## src/rtl/alu8_pkg.sv

```systemverilog
package alu8_pkg;

   localparam int OP_W = 5;

   typedef enum logic [OP_W-1:0] {
      OP_ADD  = 5'd0,
      OP_SUB  = 5'd1,
      OP_AND  = 5'd2,
      OP_XOR  = 5'd3,
      OP_OR   = 5'd4,
      OP_SHL  = 5'd5,
      OP_SHR  = 5'd6,
      OP_ROL  = 5'd7,
      OP_ROR  = 5'd8,
      OP_INC  = 5'd9,
      OP_DEC  = 5'd10,
      OP_CMP  = 5'd11,
      OP_BIT  = 5'd12,
      OP_SETC = 5'd13,
      OP_CLRC = 5'd14,
      OP_SETI = 5'd15,
      OP_CLRI = 5'd16,
      OP_SETD = 5'd17,
      OP_CLRD = 5'd18,
      OP_CLRV = 5'd19
   } alu_op_e;

   typedef enum logic [1:0] {
      SRC_ADD   = 2'd0,
      SRC_LOGIC = 2'd1,
      SRC_SHIFT = 2'd2,
      SRC_NONE  = 2'd3
   } res_src_e;

   typedef enum logic [1:0] {
      LG_AND = 2'd0,
      LG_XOR = 2'd1,
      LG_OR  = 2'd2
   } logic_sel_e;

   typedef enum logic [1:0] {
      SH_LEFT  = 2'd0,
      SH_RIGHT = 2'd1,
      SH_ROL   = 2'd2,
      SH_ROR   = 2'd3
   } shift_sel_e;

   typedef struct packed {
      logic c;
      logic z;
      logic n;
      logic v;
      logic i;
      logic d;
   } flag_vec_t;

endpackage

```

## src/rtl/alu_add.sv

```systemverilog
module alu_add #(
   parameter int DATA_W     = 8,
   parameter bit RIPPLE_ADD = 1'b0
) (
   input  logic [DATA_W-1:0] a_i,
   input  logic [DATA_W-1:0] b_i,
   input  logic              ci_i,
   output logic [DATA_W-1:0] sum_o,
   output logic              co_o
);

   generate
      if (RIPPLE_ADD) begin : g_ripple
         logic [DATA_W:0] cy;
         assign cy[0] = ci_i;
         for (genvar k = 0; k < DATA_W; k++) begin : g_cell
            assign sum_o[k] = a_i[k] ^ b_i[k] ^ cy[k];
            assign cy[k+1]  = (a_i[k] & b_i[k]) | (cy[k] & (a_i[k] ^ b_i[k]));
         end
         assign co_o = cy[DATA_W];
      end else begin : g_behav
         logic [DATA_W:0] wide;
         assign wide  = {1'b0, a_i} + {1'b0, b_i} + {{DATA_W{1'b0}}, ci_i};
         assign sum_o = wide[DATA_W-1:0];
         assign co_o  = wide[DATA_W];
      end
   endgenerate

endmodule

```

## src/rtl/alu_logic.sv

```systemverilog
module alu_logic
   import alu8_pkg::*;
#(
   parameter int DATA_W = 8
) (
   input  logic_sel_e        sel_i,
   input  logic [DATA_W-1:0] a_i,
   input  logic [DATA_W-1:0] m_i,
   output logic [DATA_W-1:0] res_o
);

   always_comb begin
      unique case (sel_i)
         LG_AND:  res_o = a_i & m_i;
         LG_XOR:  res_o = a_i ^ m_i;
         LG_OR:   res_o = a_i | m_i;
         default: res_o = '0;
      endcase
   end

endmodule

```

## src/rtl/alu_shift.sv

```systemverilog
module alu_shift
   import alu8_pkg::*;
#(
   parameter int DATA_W = 8
) (
   input  shift_sel_e        sel_i,
   input  logic [DATA_W-1:0] a_i,
   input  logic              ci_i,
   output logic [DATA_W-1:0] res_o,
   output logic              co_o
);

   localparam int MSB = DATA_W - 1;

   logic fill_lo;
   logic fill_hi;

   // Rotates feed the incoming carry into the vacated end; plain shifts feed 0.
   assign fill_lo = (sel_i == SH_ROL) ? ci_i : 1'b0;
   assign fill_hi = (sel_i == SH_ROR) ? ci_i : 1'b0;

   always_comb begin
      unique case (sel_i)
         SH_LEFT, SH_ROL: begin
            res_o = {a_i[MSB-1:0], fill_lo};
            co_o  = a_i[MSB];
         end
         default: begin
            res_o = {fill_hi, a_i[MSB:1]};
            co_o  = a_i[0];
         end
      endcase
   end

endmodule

```

## src/rtl/flag_alu.sv

```systemverilog
module flag_alu
   import alu8_pkg::*;
#(
   parameter int DATA_W     = 8,
   parameter bit RIPPLE_ADD = 1'b0
) (
   input  logic              clk,
   input  logic              rst_n,
   input  logic [4:0]        op_i,
   input  logic [DATA_W-1:0] a_i,
   input  logic [DATA_W-1:0] m_i,
   input  logic              c_i,
   output logic [DATA_W-1:0] res_o,
   output logic              res_we_o,
   output logic              c_o,
   output logic              z_o,
   output logic              n_o,
   output logic              v_o,
   output logic              i_o,
   output logic              d_o,
   output logic              c_en_o,
   output logic              z_en_o,
   output logic              n_en_o,
   output logic              v_en_o,
   output logic              i_en_o,
   output logic              d_en_o
);

   localparam int MSB = DATA_W - 1;

   generate
      if (DATA_W < 2) begin : g_bad_width
         $error("flag_alu: DATA_W must be at least 2");
      end
   endgenerate

   alu_op_e     op;
   assign op = alu_op_e'(op_i);

   // ---------------- control decode ----------------
   logic [DATA_W-1:0] add_b;
   logic              add_ci;
   res_src_e          src;
   logic_sel_e        lg_sel;
   shift_sel_e        sh_sel;
   logic              we_d;
   flag_vec_t         en_d;
   flag_vec_t         val_d;

   // ---------------- datapath ----------------
   logic [DATA_W-1:0] add_sum;
   logic              add_co;
   logic [DATA_W-1:0] lg_res;
   logic [DATA_W-1:0] sh_res;
   logic              sh_co;
   logic [DATA_W-1:0] res_mux;
   logic              add_ovf;

   alu_add #(.DATA_W(DATA_W), .RIPPLE_ADD(RIPPLE_ADD)) u_add (
      .a_i   (a_i),
      .b_i   (add_b),
      .ci_i  (add_ci),
      .sum_o (add_sum),
      .co_o  (add_co)
   );

   alu_logic #(.DATA_W(DATA_W)) u_logic (
      .sel_i (lg_sel),
      .a_i   (a_i),
      .m_i   (m_i),
      .res_o (lg_res)
   );

   alu_shift #(.DATA_W(DATA_W)) u_shift (
      .sel_i (sh_sel),
      .a_i   (a_i),
      .ci_i  (c_i),
      .res_o (sh_res),
      .co_o  (sh_co)
   );

   // Sign overflow: both the second addend and A disagree in sign with the sum.
   assign add_ovf = (add_b[MSB] ^ add_sum[MSB]) & (add_sum[MSB] ^ a_i[MSB]);

   always_comb begin
      unique case (src)
         SRC_ADD:   res_mux = add_sum;
         SRC_LOGIC: res_mux = lg_res;
         SRC_SHIFT: res_mux = sh_res;
         default:   res_mux = '0;
      endcase
   end

   always_comb begin
      add_b   = m_i;
      add_ci  = c_i;
      src     = SRC_ADD;
      lg_sel  = LG_AND;
      sh_sel  = SH_LEFT;
      we_d    = 1'b0;
      en_d    = '0;
      val_d   = '0;

      unique case (op)
         OP_ADD: begin
            we_d = 1'b1;
            en_d.c = 1'b1; en_d.z = 1'b1; en_d.n = 1'b1; en_d.v = 1'b1;
         end
         OP_SUB: begin
            add_b = ~m_i;
            we_d  = 1'b1;
            en_d.c = 1'b1; en_d.z = 1'b1; en_d.n = 1'b1; en_d.v = 1'b1;
         end
         OP_CMP: begin
            add_b  = ~m_i;
            add_ci = 1'b1;
            en_d.c = 1'b1; en_d.z = 1'b1; en_d.n = 1'b1;
         end
         OP_INC: begin
            add_b  = '0;
            add_ci = 1'b1;
            we_d   = 1'b1;
            en_d.z = 1'b1; en_d.n = 1'b1;
         end
         OP_DEC: begin
            add_b  = '1;
            add_ci = 1'b0;
            we_d   = 1'b1;
            en_d.z = 1'b1; en_d.n = 1'b1;
         end
         OP_AND, OP_XOR, OP_OR: begin
            src    = SRC_LOGIC;
            lg_sel = (op == OP_AND) ? LG_AND : (op == OP_XOR) ? LG_XOR : LG_OR;
            we_d   = 1'b1;
            en_d.z = 1'b1; en_d.n = 1'b1;
         end
         OP_SHL, OP_SHR, OP_ROL, OP_ROR: begin
            src    = SRC_SHIFT;
            sh_sel = (op == OP_SHL) ? SH_LEFT  :
                     (op == OP_SHR) ? SH_RIGHT :
                     (op == OP_ROL) ? SH_ROL   : SH_ROR;
            we_d   = 1'b1;
            en_d.c = 1'b1; en_d.z = 1'b1; en_d.n = 1'b1;
         end
         OP_BIT: begin
            src    = SRC_LOGIC;
            lg_sel = LG_AND;
            en_d.z = 1'b1; en_d.n = 1'b1; en_d.v = 1'b1;
         end
         OP_SETC: begin en_d.c = 1'b1; val_d.c = 1'b1; src = SRC_NONE; end
         OP_CLRC: begin en_d.c = 1'b1; val_d.c = 1'b0; src = SRC_NONE; end
         OP_SETI: begin en_d.i = 1'b1; val_d.i = 1'b1; src = SRC_NONE; end
         OP_CLRI: begin en_d.i = 1'b1; val_d.i = 1'b0; src = SRC_NONE; end
         OP_SETD: begin en_d.d = 1'b1; val_d.d = 1'b1; src = SRC_NONE; end
         OP_CLRD: begin en_d.d = 1'b1; val_d.d = 1'b0; src = SRC_NONE; end
         OP_CLRV: begin en_d.v = 1'b1; val_d.v = 1'b0; src = SRC_NONE; end
         default: src = SRC_NONE;
      endcase

      // Value selection for the arithmetic flags, shared by all result paths.
      if (en_d.c && src == SRC_SHIFT) val_d.c = sh_co;
      else if (en_d.c && src == SRC_ADD) val_d.c = add_co;
      if (en_d.z) val_d.z = (res_mux == '0);
      if (en_d.n) val_d.n = (op == OP_BIT) ? m_i[MSB] : res_mux[MSB];
      if (en_d.v && op == OP_BIT) val_d.v = m_i[MSB-1];
      else if (en_d.v && src == SRC_ADD) val_d.v = add_ovf;
   end

   // ---------------- registered output stage ----------------
   always_ff @(posedge clk or negedge rst_n) begin
      if (!rst_n) begin
         res_o    <= '0;
         res_we_o <= 1'b0;
         c_o <= 1'b0; z_o <= 1'b0; n_o <= 1'b0;
         v_o <= 1'b0; i_o <= 1'b0; d_o <= 1'b0;
         c_en_o <= 1'b0; z_en_o <= 1'b0; n_en_o <= 1'b0;
         v_en_o <= 1'b0; i_en_o <= 1'b0; d_en_o <= 1'b0;
      end else begin
         res_o    <= we_d ? res_mux : '0;
         res_we_o <= we_d;
         c_o <= val_d.c; z_o <= val_d.z; n_o <= val_d.n;
         v_o <= val_d.v; i_o <= val_d.i; d_o <= val_d.d;
         c_en_o <= en_d.c; z_en_o <= en_d.z; n_en_o <= en_d.n;
         v_en_o <= en_d.v; i_en_o <= en_d.i; d_en_o <= en_d.d;
      end
   end

   // ---------------- assertions ----------------
   AST_ADD_CARRY: assert property (@(posedge clk) disable iff (!rst_n)
      (op_i == 5'd0) |=> (c_o == (({1'b0, $past(a_i)} + {1'b0, $past(m_i)} + {{DATA_W{1'b0}}, $past(c_i)}) > {1'b0, {DATA_W{1'b1}}})));

   AST_ZERO_FROM_RESULT: assert property (@(posedge clk) disable iff (!rst_n)
      res_we_o |-> (z_en_o && n_en_o && (z_o == (res_o == '0)) && (n_o == res_o[MSB])));

   AST_CMP_NO_STORE: assert property (@(posedge clk) disable iff (!rst_n)
      (op_i == 5'd11) |=> (!res_we_o && (c_o == ($past(a_i) >= $past(m_i)))));

   AST_BIT_NO_STORE: assert property (@(posedge clk) disable iff (!rst_n)
      (op_i == 5'd12) |=> (!res_we_o && !c_en_o && v_o == $past(m_i[MSB-1])));

   AST_INCDEC_KEEP_CV: assert property (@(posedge clk) disable iff (!rst_n)
      (op_i == 5'd9 || op_i == 5'd10) |=> (!c_en_o && !v_en_o));

   AST_LOGIC_KEEP_CV: assert property (@(posedge clk) disable iff (!rst_n)
      (op_i >= 5'd2 && op_i <= 5'd4) |=> (!c_en_o && !v_en_o));

   AST_UNDEF_IDLE: assert property (@(posedge clk) disable iff (!rst_n)
      (op_i >= 5'd20) |=> ($countones({c_en_o, z_en_o, n_en_o, v_en_o, i_en_o, d_en_o, res_we_o}) == 0));

   AST_FLAG_OP_SINGLE: assert property (@(posedge clk) disable iff (!rst_n)
      (op_i >= 5'd13 && op_i <= 5'd19) |=> (!res_we_o && $onehot0({c_en_o, z_en_o, n_en_o, v_en_o, i_en_o, d_en_o})
                                           && $countones({c_en_o, i_en_o, d_en_o, v_en_o}) == 1));

endmodule

```

## config.mk

```make
export PLATFORM = sky130hd
export DESIGN_NAME = flag_alu
export DESIGN_NICKNAME = d
export VERILOG_FILES = /design/src/rtl/alu8_pkg.sv /design/src/rtl/alu_add.sv /design/src/rtl/alu_logic.sv /design/src/rtl/alu_shift.sv /design/src/rtl/flag_alu.sv
export SDC_FILE = /design/constraint.sdc
export NUM_CORES = 1
export LEC_CHECK = 0
export CORE_MARGIN = 2
export CORE_UTILIZATION = 45
export DETAILED_ROUTE_END_ITERATION = 8
export DONT_BUFFER_PORTS = 1
export GPL_ROUTABILITY_DRIVEN = 0
export SKIP_LAST_GASP = 1
export SYNTH_ARGS = -nofsm -noshare
export SYNTH_HDL_FRONTEND = slang
export SYNTH_SLANG_ARGS = --single-unit
```

## constraint.sdc

```tcl
create_clock -name clk -period 0.98 [get_ports clk]
set_input_delay 0.049 -clock clk [delete_from_list [all_inputs] [get_ports clk]]
set_output_delay 0.049 -clock clk [all_outputs]
set_load 0.03 [all_outputs]
```

==> results of run 1 <==
==> synthesized netlist by cell type, types with 4 or more instances <==
cell / number / area (um2)
a211oi_1: 5 / 37.5
a21o_1: 4 / 30.0
a21oi_1: 5 / 25.0
and3b_1: 4 / 35.0
buf_2: 5 / 25.0
dfrtp_1: 20 / 500
ha_1: 23 / 288
inv_1: 23 / 86.3
mux2i_1: 9 / 90.1
nand2_1: 17 / 63.8
nand2b_1: 5 / 31.3
nand3_1: 9 / 45.0
nor2_1: 22 / 82.6
nor3b_1: 7 / 52.6
o21ai_0: 15 / 75.1
o21ai_1: 6 / 30.0
xnor2_1: 5 / 43.8
==> path summary, 6_finish.rpt <==
check                      slack (ns)  endpoint  depth (start not counted)
max                             -1.18       z_o                         12
min in group clk                 0.01       v_o                          3
min                             -0.05    c_en_o                          1
max in group asynchronous        0.54  res_o[3]                          1
==> through the flow <==
| stage | instance area [um2] | TNS, ns | power, uW |
|---|---|---|---|
| 2_1_floorplan | 2200 | -13.53 | 1630 |
| 3_3_place_gp | 2450 | -14.90 | 1800 |
| 3_5_place_dp | 2450 | -14.98 | 1810 |
| 4_1_cts | 2750 | -10.90 | 2580 |
| 5_1_grt | 2820 | -12.81 | 2790 |
| 6_report | 2820 | -11.43 | 2630 |
==> logic make-up (layout without fill, tap and decap cells) <==
kind of cell / count (synthesis) / after routing / share of synthesized area
buf+inv: 34 / 86 / 0.0744
fa+ha+maj: 25 / 25 / 0.160
flops: 20 / 20 / 0.244
xor+xnor: 5 / 5 / 0.0213
simple gates: 87 / 87 / 0.240
mux: 10 / 10 / 0.0512
compound gates: 60 / 60 / 0.209
==> critical path: stages <==
cell and delay, ns:
nor2_4 0.13, nand3_2 0.08, a32o_2 0.22, fa_2 0.35, fa_2 0.39, a211oi_4 0.23, buf_4 0.14, nor3b_2 0.05
nor3b_2 0.20, a211oi_2 0.07, and4_1 0.18, and4_1 0.19
==> layout make-up <==
| class | instances | area, um2 | area share |
|---|---|---|---|
| multi-input combinational | 187 | 1640 | 0.581 |
| sequential | 20 | 500 | 0.178 |
| timing repair buffer | 59 | 474 | 0.168 |
| inverter | 23 | 86.3 | 0.0306 |
| tap | 52 | 65.1 | 0.0231 |
| clock buffer | 4 | 55.1 | 0.0195 |
==> power by group through the flow <==
stage                     logic, uW  clock network (uW)  registers [uW]
after floorplan                 636                   0             991
after global placement          814                   0             988
after detailed placement        822                   0             988
after CTS                      1010                 595             972
after global routing           1190                 621             975
final                          1080                 574             971
==> metal layers <==
layer	part of all wire	GRT usage	wire length [um]
met4	0.016	0.0755	89
met2	0.49	0.395	2700
met3	0.048	0.0281	267
met5	0	0	0
met1	0.45	0.298	2500
==> what timing repair did <==
item	4_1_cts	5_1_grt
setup buffers	7	5
pin swaps	16	8
resized for setup	25	10
hold buffers	7	0
endpoints found under the hold margin	27	0
endpoints found under the setup margin	12	32
==> impl_metrics.tcl, run 1 <==
set metrics [dict create \
    dieArea_um2 5120 \
    drive_gt1_frac 0.362 \
    post_synth_instance_area_um2 2050 \
    synth_cells 241 \
    instances_no_fill 345 \
    fin_crit_sh 2.21 \
    antenna_found_initial 0 \
    synth_flop_cell "dfrtp_1" \
    synth.avg_cell_area_um2 8.51 \
    cts-root-buf "clkbuf_8" \
    final_hold_viol_count 20 \
    utilization 0.643 \
    diodes 0 \
    die_w_um 71.5 \
    swShare 0.312 \
    grt_pass1_wl_um 9430 \
    ios 45 \
    routedWlPerCell_um 16.1 \
    rsz0062_at_grt "yes" \
    cap_viol_max_count 0 \
    period_needed_ns 2.16 \
    hpwl_um 4130 \
    area_growth_pct 37.4 \
    via_per_inst 5.61 \
    ant_nets 0 \
    firstDrtPassIters 4 \
    cts_buffer_depth 2 \
    startpoint "op_i[4]" \
    setup_viol 12 \
    grt_use_total 0.230 \
    path_class "in2reg" \
    maxSlewViolCount 0 \
    cts.sinks 20 \
    ys_async_sr_fraction 1.00 \
    wirelength_um 5560 \
    final_common_cell "buf_4" \
    fp.dieH_um 71.5 \
    hp-class "in2async" \
    core_area_um2 4380 \
    syn_nets 290 \
    grt_pass1_vias 1978 \
    dr.first_iter.drc_count 84 \
    crit_required_ns 1.12 \
    drcViolationCount 0 \
    cp_max_fo 13 \
    synth_edf_count 0 \
    leakage_uw 0.00138 \
    cts.reportedPaths.clkPinSlew_ns 0.06 \
    layout_setup_ws_ns -1.18 \
    ir_drop_mv 0.426 \
    p_seq_frac 0.369 \
    portBuffers 0 \
    htreeDepth 1 \
    whs_ns -0.0515 \
    p_switching_uw 820 \
    ys_ff_latch 20 \
    layout_common_cells "buf_4, inv_1, ha_1, nor2_1, dfrtp_1" \
    synth_warnings 0 \
    power_density_nw_per_um2 933 \
    critPathCaptureType "flop" \
    cp.arrival_ns 2.30 \
    outcome "finished, violations left" \
    initial_core_util 0.468 \
    placedCellCount 324 \
    numCtsBuffers 3 \
    slew-limit-headroom 0.478 \
    post-place-ws_ns -1.52 \
    num_vias 1934 \
    rows 24 \
    cts_tree "done" \
    synth_cell_types 55 \
    fillers 370 \
    start_kind "input port" \
    top_register "res_o" \
    fin_nets 343 \
    p_clk_frac 0.218 \
    violations "negative hold slack, negative setup slack" \
    grt.overflow.total 0 \
    tightest_slew_ns 0.783 \
    yosysSeqAreaShare 0.244 \
    largest_register_ffs 8 \
    power.internal_uw 1810 \
    grt_start_max_net_pins 23 \
    p_comb_frac 0.412 \
    fmax_ghz 0.463 \
]
No activity file was read; power rests on OpenSTA's default activity.
==> run 2, diff against run 1 <==
--- a/config.mk
+++ b/config.mk
@@ -5,7 +5,6 @@
 export SDC_FILE = /design/constraint.sdc
 export NUM_CORES = 1
 export LEC_CHECK = 0
-export CORE_MARGIN = 2
 export CORE_UTILIZATION = 45
 export DETAILED_ROUTE_END_ITERATION = 8
 export DONT_BUFFER_PORTS = 1
==> run 2 against run 1 <==
  * The run still ends with negative hold slack, negative setup slack left
  * Hold slack improved by 0.0081 ns
  * Combinational power about the same
  * Non-clock buffer count unchanged
  * First-iteration DRC count increased by 14%
  * Highest routed layer unchanged
==> impl_metrics.tcl, run 2 (synthesis results as in run 1) <==
set metrics [dict create \
    numCtsBuffers 3 \
    die_w_um 69.5 \
    setup_tns_ns -11.34 \
    leakage_uw 0.00137 \
    cts_buffer_depth 2 \
    wirelength_um 5760 \
    core_area_um2 4350 \
    num_vias 1959 \
    diodes 0 \
    maxSlewViolCount 0 \
    dr.first_iter.drc_count 96 \
    setup_viol 12 \
    p_comb_frac 0.415 \
    cts_tree "done" \
    period_needed_ns 2.14 \
    swShare 0.313 \
    cp.arrival_ns 2.31 \
    seq_area_um2 500 \
    routedWlPerCell_um 16.7 \
    fin_nets 343 \
    cts.sinks 20 \
    initial_core_util 0.471 \
    fillers 371 \
    cts.reportedPaths.clkPinSlew_ns 0.06 \
    grt_pass1_wl_um 9320 \
    hp-class "in2async" \
    layout_setup_ws_ns -1.16 \
    tightest_slew_ns 0.786 \
    power_density_nw_per_um2 929 \
    grt_use_total 0.239 \
    cts-root-buf "clkbuf_8" \
    firstDrtPassIters 4 \
    ios 45 \
    via_per_inst 5.68 \
    crit_required_ns 1.16 \
    path_class "in2reg" \
    portBuffers 0 \
    fp.dieH_um 69.5 \
    final_common_cell "buf_4" \
    grt_start_max_net_pins 23 \
    rows 24 \
    cap_viol_max_count 0 \
    whs_ns -0.0434 \
    outcome "finished, violations left" \
    violations "negative hold slack, negative setup slack" \
    critPathCaptureType "flop" \
    grt_pass1_vias 1959 \
    power.internal_uw 1800 \
    area_growth_pct 37.7 \
    grt.overflow.total 0 \
    drcViolationCount 0 \
    p_seq_frac 0.370 \
    htreeDepth 1 \
    hpwl_um 4130 \
    drive_gt1_frac 0.358 \
    multi_input_area_um2 1660 \
    final_hold_viol_count 20 \
    path_cells "nor2_4, nand3_2, a32o_2, fa_2, fa_2, buf_4, xnor2_2, o221ai_2, a221oi_2, and4_1, and4_1" \
    rsz0062_at_grt "yes" \
    largest_register_ffs 8 \
    dieArea_um2 4830 \
    fmax_ghz 0.468 \
    ant_nets 0 \
    layout_common_cells "buf_4, inv_1, ha_1, nor2_1, dfrtp_1" \
    start_kind "input port" \
    antenna_found_initial 0 \
    p_switching_uw 823 \
    critical_path.max_stage_delay_ns 0.38 \
    crit_path_top_delay_cell "fa_2" \
    slew-limit-headroom 0.476 \
    ir_drop_mv 0.432 \
    cp_max_fo 13 \
    fin_crit_sh 2.18 \
    p_clk_frac 0.215 \
    top_register "res_o" \
]
run 2: cell counts in the layout (fill, tap and decap cells not counted):
Identical to the previous run, type by type.
run 2: worst max-delay path: cells and delay by family:
family,cells,cell delay [ns]
compound gates,3,0.59
buf+inv,1,0.16
fa+ha+maj,2,0.73
simple gates,4,0.64
xor+xnor,1,0.15
run 2: per-layer routing:
layer	vias to the layer above	track usage	part of all wire
met1	935	0.310	0.44
met4	0	0.0862	0.018
met2	52	0.408	0.50
met3	8	0.0276	0.038
met5	-	0	0
li1	964	-	-
run 2: what timing repair did:
action,CTS,global route
buffers inserted,6,2
pin swaps,11,8
gates resized for setup,17,15
gates cloned,0,0
setup endpoints to repair,12,32
hold buffers,7,0
hold endpoints to repair,27,0
run 2: cell type report:
type,instances,share of cell area
inverter,23,0.0305
tap,52,0.0230
clock buffer,4,0.0195
timing repair buffer,59,0.164
multi-input combinational,187,0.586
sequential,20,0.177
run 2: final timing paths:
kind	to	from	depth (start not counted)	slack [ns]
max	z_o	op_i[4]	11	-1.16
min	i_o	rst_n	1	-0.04
max in group asynchronous	res_o[0]	rst_n	1	0.54
min in group clk	d_o	op_i[1]	1	0.01
run 2: per-stage QoR:
step	setup WS (ns)	std cells	power [uW]	util	cell area, um2
after floorplan	-1.49	241	1630	-	2200
after global placement	-1.47	326	1810	0.565	2460
after detailed placement	-1.55	326	1820	0.565	2460
after CTS	-1.11	343	2540	0.626	2720
after global routing	-1.25	345	2790	0.649	2830
final	-1.16	345	2630	0.649	2830
run 2: power groups by stage:
| stage | clock, uW | combinational, uW | sequential (uW) |
|---|---|---|---|
| 6_report | 565 | 1090 | 971 |
| 2_1_floorplan | 0 | 636 | 991 |
| 5_1_grt | 617 | 1190 | 975 |
| 4_1_cts | 586 | 985 | 972 |
| 3_5_place_dp | 0 | 829 | 987 |
| 3_3_place_gp | 0 | 825 | 987 |
